[src/rtl/gpio_bank_pkg.sv]
`timescale 1ns/1ps
package gpio_bank_pkg;

   // register word width seen by software
   localparam int unsigned WORD_W   = 32;
   // widest port the pair layout can hold
   localparam int unsigned MAX_PINS = 2 * WORD_W;

   // function slots; order is the storage index
   localparam int unsigned NUM_FN   = 4;
   localparam int unsigned FN_IDX_W = $clog2(NUM_FN);
   localparam int unsigned FN_OE    = 0;
   localparam int unsigned FN_IN    = 1;
   localparam int unsigned FN_OUT   = 2;
   localparam int unsigned FN_CTL   = 3;

   // byte offset of the low word of each function
   localparam int unsigned OFF_OE   = 'h00;
   localparam int unsigned OFF_IN   = 'h10;
   localparam int unsigned OFF_OUT  = 'h18;
   localparam int unsigned OFF_CTL  = 'h20;
   // distance from low word to high word
   localparam int unsigned HI_STEP  = 4;

   // which slots software may write
   localparam logic [NUM_FN-1:0] FN_WRITABLE = 4'b1101;

   function automatic int unsigned fn_base(input int unsigned fn);
      case (fn)
         FN_OE:   return OFF_OE;
         FN_IN:   return OFF_IN;
         FN_OUT:  return OFF_OUT;
         default: return OFF_CTL;
      endcase
   endfunction

   // select one 32-bit half of a zero-extended 64-bit pin vector
   function automatic logic [WORD_W-1:0] pick_word(input logic [MAX_PINS-1:0] v,
                                                   input logic hi);
      return hi ? v[MAX_PINS-1:WORD_W] : v[WORD_W-1:0];
   endfunction

endpackage

[src/rtl/gpio_bank_sync.sv]
`timescale 1ns/1ps
module gpio_bank_sync #(
   parameter int unsigned WIDTH  = 36,
   parameter int unsigned STAGES = 2
) (
   input  logic             clk,
   input  logic             rst_n,
   input  logic [WIDTH-1:0] d,
   output logic [WIDTH-1:0] q
);

   if (STAGES < 2) begin : g_bad_stages
      $error("gpio_bank_sync: STAGES must be at least 2");
   end

   logic [WIDTH-1:0] chain [STAGES];

   for (genvar s = 0; s < STAGES; s++) begin : g_stage
      if (s == 0) begin : g_first
         always_ff @(posedge clk or negedge rst_n) begin
            if (!rst_n) chain[s] <= '0;
            else        chain[s] <= d;
         end
      end else begin : g_next
         always_ff @(posedge clk or negedge rst_n) begin
            if (!rst_n) chain[s] <= '0;
            else        chain[s] <= chain[s-1];
         end
      end
   end

   assign q = chain[STAGES-1];

endmodule

[src/rtl/gpio_bank_pair.sv]
`timescale 1ns/1ps
module gpio_bank_pair
   import gpio_bank_pkg::*;
#(
   parameter int unsigned NUM_PINS = 36
) (
   input  logic                clk,
   input  logic                rst_n,
   input  logic                wr_lo,
   input  logic                wr_hi,
   input  logic [WORD_W-1:0]   wdata,
   output logic [NUM_PINS-1:0] q
);

   // each pin lands in the low or high word depending on its index
   for (genvar i = 0; i < NUM_PINS; i++) begin : g_bit
      localparam int unsigned POS = i % WORD_W;
      if (i < WORD_W) begin : g_low
         always_ff @(posedge clk or negedge rst_n) begin
            if (!rst_n)     q[i] <= 1'b0;
            else if (wr_lo) q[i] <= wdata[POS];
         end
      end else begin : g_high
         always_ff @(posedge clk or negedge rst_n) begin
            if (!rst_n)     q[i] <= 1'b0;
            else if (wr_hi) q[i] <= wdata[POS];
         end
      end
   end

   // high-word strobe is unused when all pins fit in one word
   if (NUM_PINS <= WORD_W) begin : g_no_high
      logic unused_hi;
      assign unused_hi = wr_hi;
   end

endmodule

[src/rtl/gpio_bank_decode.sv]
`timescale 1ns/1ps
module gpio_bank_decode
   import gpio_bank_pkg::*;
#(
   parameter int unsigned ADDR_W = 8
) (
   input  logic [ADDR_W-1:0]   addr,
   input  logic                we,
   output logic                rd_valid,
   output logic [FN_IDX_W-1:0] rd_idx,
   output logic                rd_hi,
   output logic [NUM_FN-1:0]   wr_lo,
   output logic [NUM_FN-1:0]   wr_hi
);

   logic [NUM_FN-1:0] hit_lo;
   logic [NUM_FN-1:0] hit_hi;

   // exact match against the low and high word address of each slot
   for (genvar f = 0; f < NUM_FN; f++) begin : g_fn
      localparam logic [ADDR_W-1:0] A_LO = ADDR_W'(fn_base(f));
      localparam logic [ADDR_W-1:0] A_HI = ADDR_W'(fn_base(f) + HI_STEP);
      assign hit_lo[f] = (addr == A_LO);
      assign hit_hi[f] = (addr == A_HI);
      if (FN_WRITABLE[f]) begin : g_wr
         assign wr_lo[f] = we & hit_lo[f];
         assign wr_hi[f] = we & hit_hi[f];
      end else begin : g_ro
         assign wr_lo[f] = 1'b0;
         assign wr_hi[f] = 1'b0;
      end
   end

   always_comb begin
      rd_valid = 1'b0;
      rd_idx   = '0;
      rd_hi    = 1'b0;
      for (int f = 0; f < NUM_FN; f++) begin
         if (hit_lo[f] || hit_hi[f]) begin
            rd_valid = 1'b1;
            rd_idx   = FN_IDX_W'(f);
            rd_hi    = hit_hi[f];
         end
      end
   end

endmodule

[src/rtl/gpio_bank_regs.sv]
`timescale 1ns/1ps
module gpio_bank_regs
   import gpio_bank_pkg::*;
#(
   parameter int unsigned NUM_PINS    = 36,
   parameter int unsigned ADDR_W      = 8,
   parameter int unsigned SYNC_STAGES = 2
) (
   input  logic                clk,
   input  logic                rst_n,
   input  logic [ADDR_W-1:0]   bus_addr,
   input  logic                bus_we,
   input  logic [WORD_W-1:0]   bus_wdata,
   output logic [WORD_W-1:0]   bus_rdata,
   input  logic [NUM_PINS-1:0] pin_in,
   output logic [NUM_PINS-1:0] pad_out,
   output logic [NUM_PINS-1:0] pad_oe,
   output logic [NUM_PINS-1:0] pad_ctl
);

   // elaboration-time parameter checks
   if (NUM_PINS < 1 || NUM_PINS > MAX_PINS) begin : g_bad_pins
      $error("gpio_bank_regs: NUM_PINS must lie in 1..64");
   end
   if ((1 << ADDR_W) < (OFF_CTL + HI_STEP + 4)) begin : g_bad_addr
      $error("gpio_bank_regs: ADDR_W too narrow for the register map");
   end

   logic                rd_valid;
   logic [FN_IDX_W-1:0] rd_idx;
   logic                rd_hi;
   logic [NUM_FN-1:0]   wr_lo;
   logic [NUM_FN-1:0]   wr_hi;
   logic [NUM_PINS-1:0] fn_q [NUM_FN];
   logic [NUM_PINS-1:0] pin_sync;

   gpio_bank_decode #(
      .ADDR_W (ADDR_W)
   ) u_decode (
      .addr     (bus_addr),
      .we       (bus_we),
      .rd_valid (rd_valid),
      .rd_idx   (rd_idx),
      .rd_hi    (rd_hi),
      .wr_lo    (wr_lo),
      .wr_hi    (wr_hi)
   );

   gpio_bank_sync #(
      .WIDTH  (NUM_PINS),
      .STAGES (SYNC_STAGES)
   ) u_sync (
      .clk   (clk),
      .rst_n (rst_n),
      .d     (pin_in),
      .q     (pin_sync)
   );

   // writable slots get storage, the read-only slot shows the synchronized pins
   for (genvar f = 0; f < NUM_FN; f++) begin : g_slot
      if (FN_WRITABLE[f]) begin : g_store
         gpio_bank_pair #(
            .NUM_PINS (NUM_PINS)
         ) u_pair (
            .clk   (clk),
            .rst_n (rst_n),
            .wr_lo (wr_lo[f]),
            .wr_hi (wr_hi[f]),
            .wdata (bus_wdata),
            .q     (fn_q[f])
         );
      end else begin : g_input
         assign fn_q[f] = pin_sync;
         logic unused_wr;
         assign unused_wr = wr_lo[f] | wr_hi[f];
      end
   end

   // registered read port; absent pins read as zero through the zero extension
   always_ff @(posedge clk or negedge rst_n) begin
      if (!rst_n)        bus_rdata <= '0;
      else if (rd_valid) bus_rdata <= pick_word(MAX_PINS'(fn_q[rd_idx]), rd_hi);
      else               bus_rdata <= '0;
   end

   assign pad_oe  = fn_q[FN_OE];
   assign pad_out = fn_q[FN_OUT];
   assign pad_ctl = fn_q[FN_CTL];

endmodule

[config.mk]
export PLATFORM = sky130hd
export DESIGN_NAME = gpio_bank_regs
export DESIGN_NICKNAME = d
export VERILOG_FILES = /design/src/rtl/gpio_bank_pkg.sv /design/src/rtl/gpio_bank_sync.sv /design/src/rtl/gpio_bank_pair.sv /design/src/rtl/gpio_bank_decode.sv /design/src/rtl/gpio_bank_regs.sv
export SDC_FILE = /design/constraint.sdc
export NUM_CORES = 1
export LEC_CHECK = 0
export CAP_MARGIN = 40
export CORE_MARGIN = 10
export CORE_UTILIZATION = 44
export CTS_CLUSTER_DIAMETER = 80
export DETAILED_ROUTE_END_ITERATION = 10
export GPL_TIMING_DRIVEN = 0
export HOLD_SLACK_MARGIN = 0.03
export MAX_ROUTING_LAYER = met4
export PLACE_DENSITY = 0.87
export REMOVE_ABC_BUFFERS = 1
export SLEW_MARGIN = 30
export SYNTH_ARGS = -nofsm -noshare
export SYNTH_HDL_FRONTEND = slang
export SYNTH_HIERARCHICAL = 1
export SYNTH_SLANG_ARGS = --single-unit
[constraint.sdc]
create_clock -name clk -period 1.1 [get_ports clk]
set_input_delay 0.22 -clock clk [delete_from_list [all_inputs] [get_ports clk]]
set_output_delay 0.22 -clock clk [all_outputs]
set_load 0.01 [all_outputs]
==> results of run 1 <==
-- metal layers --
metal / part of all wire [%] / vias up
li1: - / 2478
met1: 38 / 3048
met2: 51 / 285
met3: 7.1 / 74
met4: 3.2 / 0
met5: 0 / -
-- layout by cell type, fill, tap and decap left out, types with 3 or more instances in the layout --
master / n
buf_4: 131
clkdlybuf4s50_1: 68
clkinv_2: 5
dfrtp_1: 212
o21ai_2: 4
nor2_2: 3
buf_12: 4
nor3_4: 4
nor4_4: 3
buf_16: 4
a311oi_1: 3
clkdlybuf4s15_2: 3
mux2_2: 17
mux2i_1: 4
buf_2: 71
clkbuf_16: 23
clkinvlp_4: 4
nor2b_4: 5
mux2_4: 96
nor2b_1: 23
mux4_2: 32
buf_8: 12
bufinv_16: 5
buf_6: 140
-- power by group --
group          leakage [nW]  total, W  internal, W  switching, W
registers              2.78   0.00832      0.00812      0.000199
clock network         0.387   0.00824      0.00507       0.00318
logic                  3.38   0.00190      0.00113      0.000776
total                  6.55    0.0185       0.0143       0.00415
-- stage by stage --
step | total power [W] | instance area, um^2
floorplan | 0.008933 | 8053
global placement | 0.009904 | 10570
detailed placement | 0.01002 | 10960
CTS | 0.01841 | 12960
global route | 0.01906 | 13440
finish | 0.01847 | 13440
-- cell type report --
type                            count  area, um^2
Clock inverter                     15       214.0
Fill cell                        1242        5963
Multi-Input combinational cell    208        2944
Inverter                            1       3.754
Sequential cell                   212        5305
Clock buffer                       25       593.1
Timing Repair Buffer              438        4041
Tap cell                          265       331.6
Antenna cell                        1       2.502
-- repair_timing --
action	CTS	global route
buffers inserted	157	42
resized for setup	758	70
hold buffers	1	0
hold endpoints to repair	212	0
pin swaps	9	1
setup endpoints to repair	280	280
-- worst paths after layout --
| kind | endpoint | startpoint | slack, ps |
|---|---|---|---|
| setup / recovery | bus_rdata[29] | bus_addr[0] | -820 |
| hold / removal | u_sync/chain[37] | pin_in[1] | 150 |
| setup reg to reg | bus_rdata[0] | g_slot[0].g_store.u_pair/q[32] | -250 |
| hold reg to reg | u_sync/q[32] | u_sync/chain[68] | 350 |
| max in group asynchronous | g_slot[2].g_store.u_pair/q[23] | rst_n | 130 |
| min in group asynchronous | g_slot[3].g_store.u_pair/q[10] | rst_n | 180 |
-- registers in the layout (all words and copies together), names as in the netlist --
| signal | cells |
|---|---|
| g_slot.g_store.u_pair/q | 108 |
| u_sync/chain | 36 |
| u_sync/q | 36 |
| bus_rdata | 32 |
==> run metrics, run 1 <==
CP Buf/Inv Count 5; max_cap viols 0; Fin Hold WS 150.2 ps; routed vias/inst 5.052; clock slew at reported path FFs 60 ps; R2R depth 4; initial antenna violation count 1; die area 25,620 um^2; Area growth, synth to finish 55.65%; CTS H-Tree Depth 1; CP max-delay cell or4_4; Min-Delay Path Class in -> reg; run status complete, but fails checks; dpl hpwl 16,230 um; io pins 219; vias in the first global route 6,565; via count 5,885; Fin Setup TNS -108,480 ps; final setup fails 280; WP data arrival 2310 ps; Final period util 174.9%; CTS buffer count 22; Setup CP Type in -> reg; Pleak 6.547 nW; Nets 962; root buffer selected by CTS clkbuf_16; Routed WL per cell 23.62 um; Clock Skews 19.78 ps; average cell area after synthesis 17.87 um^2; CP dominant cell by count buf_8; pins over their slew limit 0; Final WS setup -823.8 ps; first-pass GRT wire length 40,210 um; Final GP Congestion 0.7847; Fin. Hold Viols 0; clock sinks 212; drt first-iter violations 301; utilization after layout 69.26%; ANT nets after route 0; total wire length 27,520 um; CTS Buffer Depth 3; worst skew pair latency 510 ps; max_slew headroom 67.40%; failing checks negative setup slack; Post-Syn Instances 483; Pwr Density 1375 nW/um^2; placed insts 946; Stages on worst setup path 9; post-synthesis instance area 8632 um^2; pin count of the biggest net entering global routing 94; Required @ worst endpoint 1480 ps; Worst path max stage delay 600 ps; Hold Path Depth 1; met1 usage 23.75%; Most Crowded Layer GR met2; VDD IR max 0.9363 mV; grt met3 use 4.910%; Std-Cell Rows 51; TritonCTS clock tree yes; CP Capture Type register; yosys warns 6; First-pass DRT Iterations 4; Critical Path, Cell by Cell buf_6 -> or4_4 -> nor3_4 -> buf_6 -> buf_8 -> buf_8 -> buf_8 -> mux4_2 -> nor2b_4; startpoint types input pin; DRC 0; die height 160.1 um; f_max 519.8 MHz; Remaining Overflow, GRT 0; Least-Margin Pin Slew 489.0 ps; met2 usage 34.42%; layout cells sized above 1 63.96%; area of the core 19,400 um^2; Total GRT Usage 20.42%; final cell count without fillers 1,165; Initial Util 44.50%; CP delay by family, top simple AND/OR/NAND/NOR gates; worst-path maximum fanout 6; RSZ-0062 raised after global routing yes; chip width 160.1 um; post-route minimum period 1924 ps; DP Worst Slack -2449 ps; I/O Buffers 218
No activity file was read; power rests on OpenSTA's default activity.
==> run 2, diff against run 1 <==
CELL_PAD_IN_SITES_DETAIL_PLACEMENT = 1   (was unset)
CELL_PAD_IN_SITES_GLOBAL_PLACEMENT = 2   (was unset)
CORE_UTILIZATION = 30   (was 44)
PLACE_DENSITY = 0.88   (was 0.87)
SYNTH_HIERARCHICAL = unset   (was 1)
==> run metrics, run 2 <==
Fin Hold WS 145.8 ps; I/O Buffers 218; CP Capture Type register; Top Registers g_slot.g_store.u_pair.q (108), u_sync.chain (36), u_sync.q (36); Clock Skews 9.636 ps; drt first-iter violations 263; chip width 182.1 um; unique cell type count in the Yosys netlist 30; clock slew at reported path FFs 60 ps; via count 5,940; Least-Margin Pin Slew 486.7 ps; total power 0.01873 W; Nets 984; final setup fails 280; utilization after layout 51.12%; Fin. Hold Viols 0; area of the multi-input gates 2703 um^2; TritonCTS clock tree yes; Setup CP Type in -> reg; most common cell after layout, fill and taps aside dfrtp_1; pin count of the biggest net entering global routing 88; root buffer selected by CTS clkbuf_16; CTS Buffer Depth 3; worst-path maximum fanout 15; Post-Syn Instances 496; largest register by flop count g_slot.g_store.u_pair.q; clock sinks 212; DRC 0; EDFF count, synth 0; Worst path max stage delay 570 ps; vias in the first global route 6,688; routed vias/inst 4.718; final cell count without fillers 1,259; max_cap viols 0; FF/Latch Area 5305 um^2; CP Buf/Inv Count 4; Critical Path, Cell by Cell buf_6 -> or4_4 -> buf_6 -> nor2_8 -> buf_12 -> nand3_4 -> buf_12 -> mux2_2; async set-reset flop share out of synthesis 100.0%; first-pass GRT wire length 42,210 um; Largest register FFs 108; Final GP Congestion 0.7290; Final period util 142.0%; io pins 219; startpoint types input pin; leading cell types in the layout, fill and taps excluded dfrtp_1, buf_4, buf_6; pins over their slew limit 0; Initial Util 30.34%; sequential area share after synthesis 67.30%; Total GRT Usage 16.70%; f_max 640.2 MHz; CP delay by family, top simple AND/OR/NAND/NOR gates; Yosys top cell by area dfrtp_1; Post-synth top cells dfrtp_1, mux2_2, mux2i_1; Std-Cell Rows 59; placed insts 1,033; ranking of synthesized cells by area dfrtp_1, mux2_2, mux2i_1; initial antenna violation count 1; die area 33,160 um^2; R2R depth 5; DP Worst Slack -2012 ps; First-pass DRT Iterations 4; yosys warns 0; CTS H-Tree Depth 1; area of the core 25,980 um^2; Seq cells post-synth 212; Stages on worst setup path 8; post-route minimum period 1562 ps; VDD IR max 1.139 mV; ys flop type dfrtp_1; total wire length 29,260 um; Hold Path Depth 1; Required @ worst endpoint 1490 ps; CP max-delay cell or4_4; most frequent cell after synthesis dfrtp_1; RSZ-0062 raised after global routing yes; Pwr Density 1410 nW/um^2; layout cells sized above 1 56.23%; Final WS setup -462.0 ps; max_slew headroom 67.52%; Routed WL per cell 23.24 um; dpl hpwl 16,590 um; filler cell count 2,581; worst skew pair latency 510 ps; reg2reg setup slack -90 ps; CTS buffer count 24; failing checks negative setup slack; WP data arrival 1950 ps; Area growth, synth to finish 68.51%; post-synthesis instance area 7883 um^2; ANT nets after route 0; die height 182.1 um; Min-Delay Path Class in -> reg; run status complete, but fails checks; top cell type's share of synthesized area 67.30%; Remaining Overflow, GRT 0; average cell area after synthesis 15.89 um^2; Pleak 6.504 nW
-- run 2: final timing paths --
kind | to | from
min | u_sync.chain[41] | pin_in[5]
min reg2reg | u_sync.q[25] | u_sync.chain[61]
min in group asynchronous | u_sync.chain[44] | rst_n
max | g_slot[0].g_store.u_pair.q[20] | bus_addr[0]
max reg2reg | bus_rdata[3] | g_slot[0].g_store.u_pair.q[35]
max in group asynchronous | g_slot[3].g_store.u_pair.q[21] | rst_n
-- run 2: worst register-to-register path, delay by kind of cell (launching register included) --
kind | cells | cell delay (ps)
flops | 1 | 410
compound gates | 3 | 370
buf+inv | 2 | 280
-- run 2: where the power goes --
part	internal, W	switching (W)
combinational	0.00116	0.000872
sequential	0.00813	0.000187
clock	0.00522	0.00316
total	0.0145	0.00422
-- run 2: final cells by class --
class                           instances  area share (%)
Clock buffer                           39           5.784
Multi-Input combinational cell        258           20.35
Inverter                                1         0.02826
Tap cell                              335           3.156
Sequential cell                       212           39.94
Timing Repair Buffer                  408           30.16
Antenna cell                            1         0.01884
Clock inverter                          5          0.5652
-- run 2: through the flow --
step           instance area (um^2)  setup TNS, ps
2_1_floorplan                  7721        -175440
3_3_place_gp                  10320       -2269320
3_5_place_dp                  10560        -244850
4_1_cts                       12550         -74770
5_1_grt                       13280         -86040
6_report                      13280         -77320
-- run 2: kinds of logic after synthesis --
logic type	after synthesis	share of synthesized area, %
flip-flops	212	67.30
AO/OA/AOI/OAI	52	4.286
XOR/XNOR	1	0.1111
multiplexers	172	23.56
buffers and inverters	28	2.095
AND/OR/NAND/NOR	31	2.651
-- run 2: routing by layer --
layer | track usage [%] | vias to the layer above | routed length [um] | share of wire (%)
met2 | 29.74 | 165 | 15910 | 54
met3 | 4.233 | 42 | 1667 | 5.7
li1 | - | 2628 | - | -
met4 | 3.645 | 0 | 583 | 2.0
met1 | 18.47 | 3105 | 11100 | 38
met5 | - | - | 0 | 0
-- run 2: timing repair --
item	in CTS	in global routing
endpoints found under the hold margin	87	0
gates cloned	6	2
setup endpoints to repair	280	301
resized for setup	730	69
pin swaps	17	15
hold buffers	1	0
buffers inserted	125	48
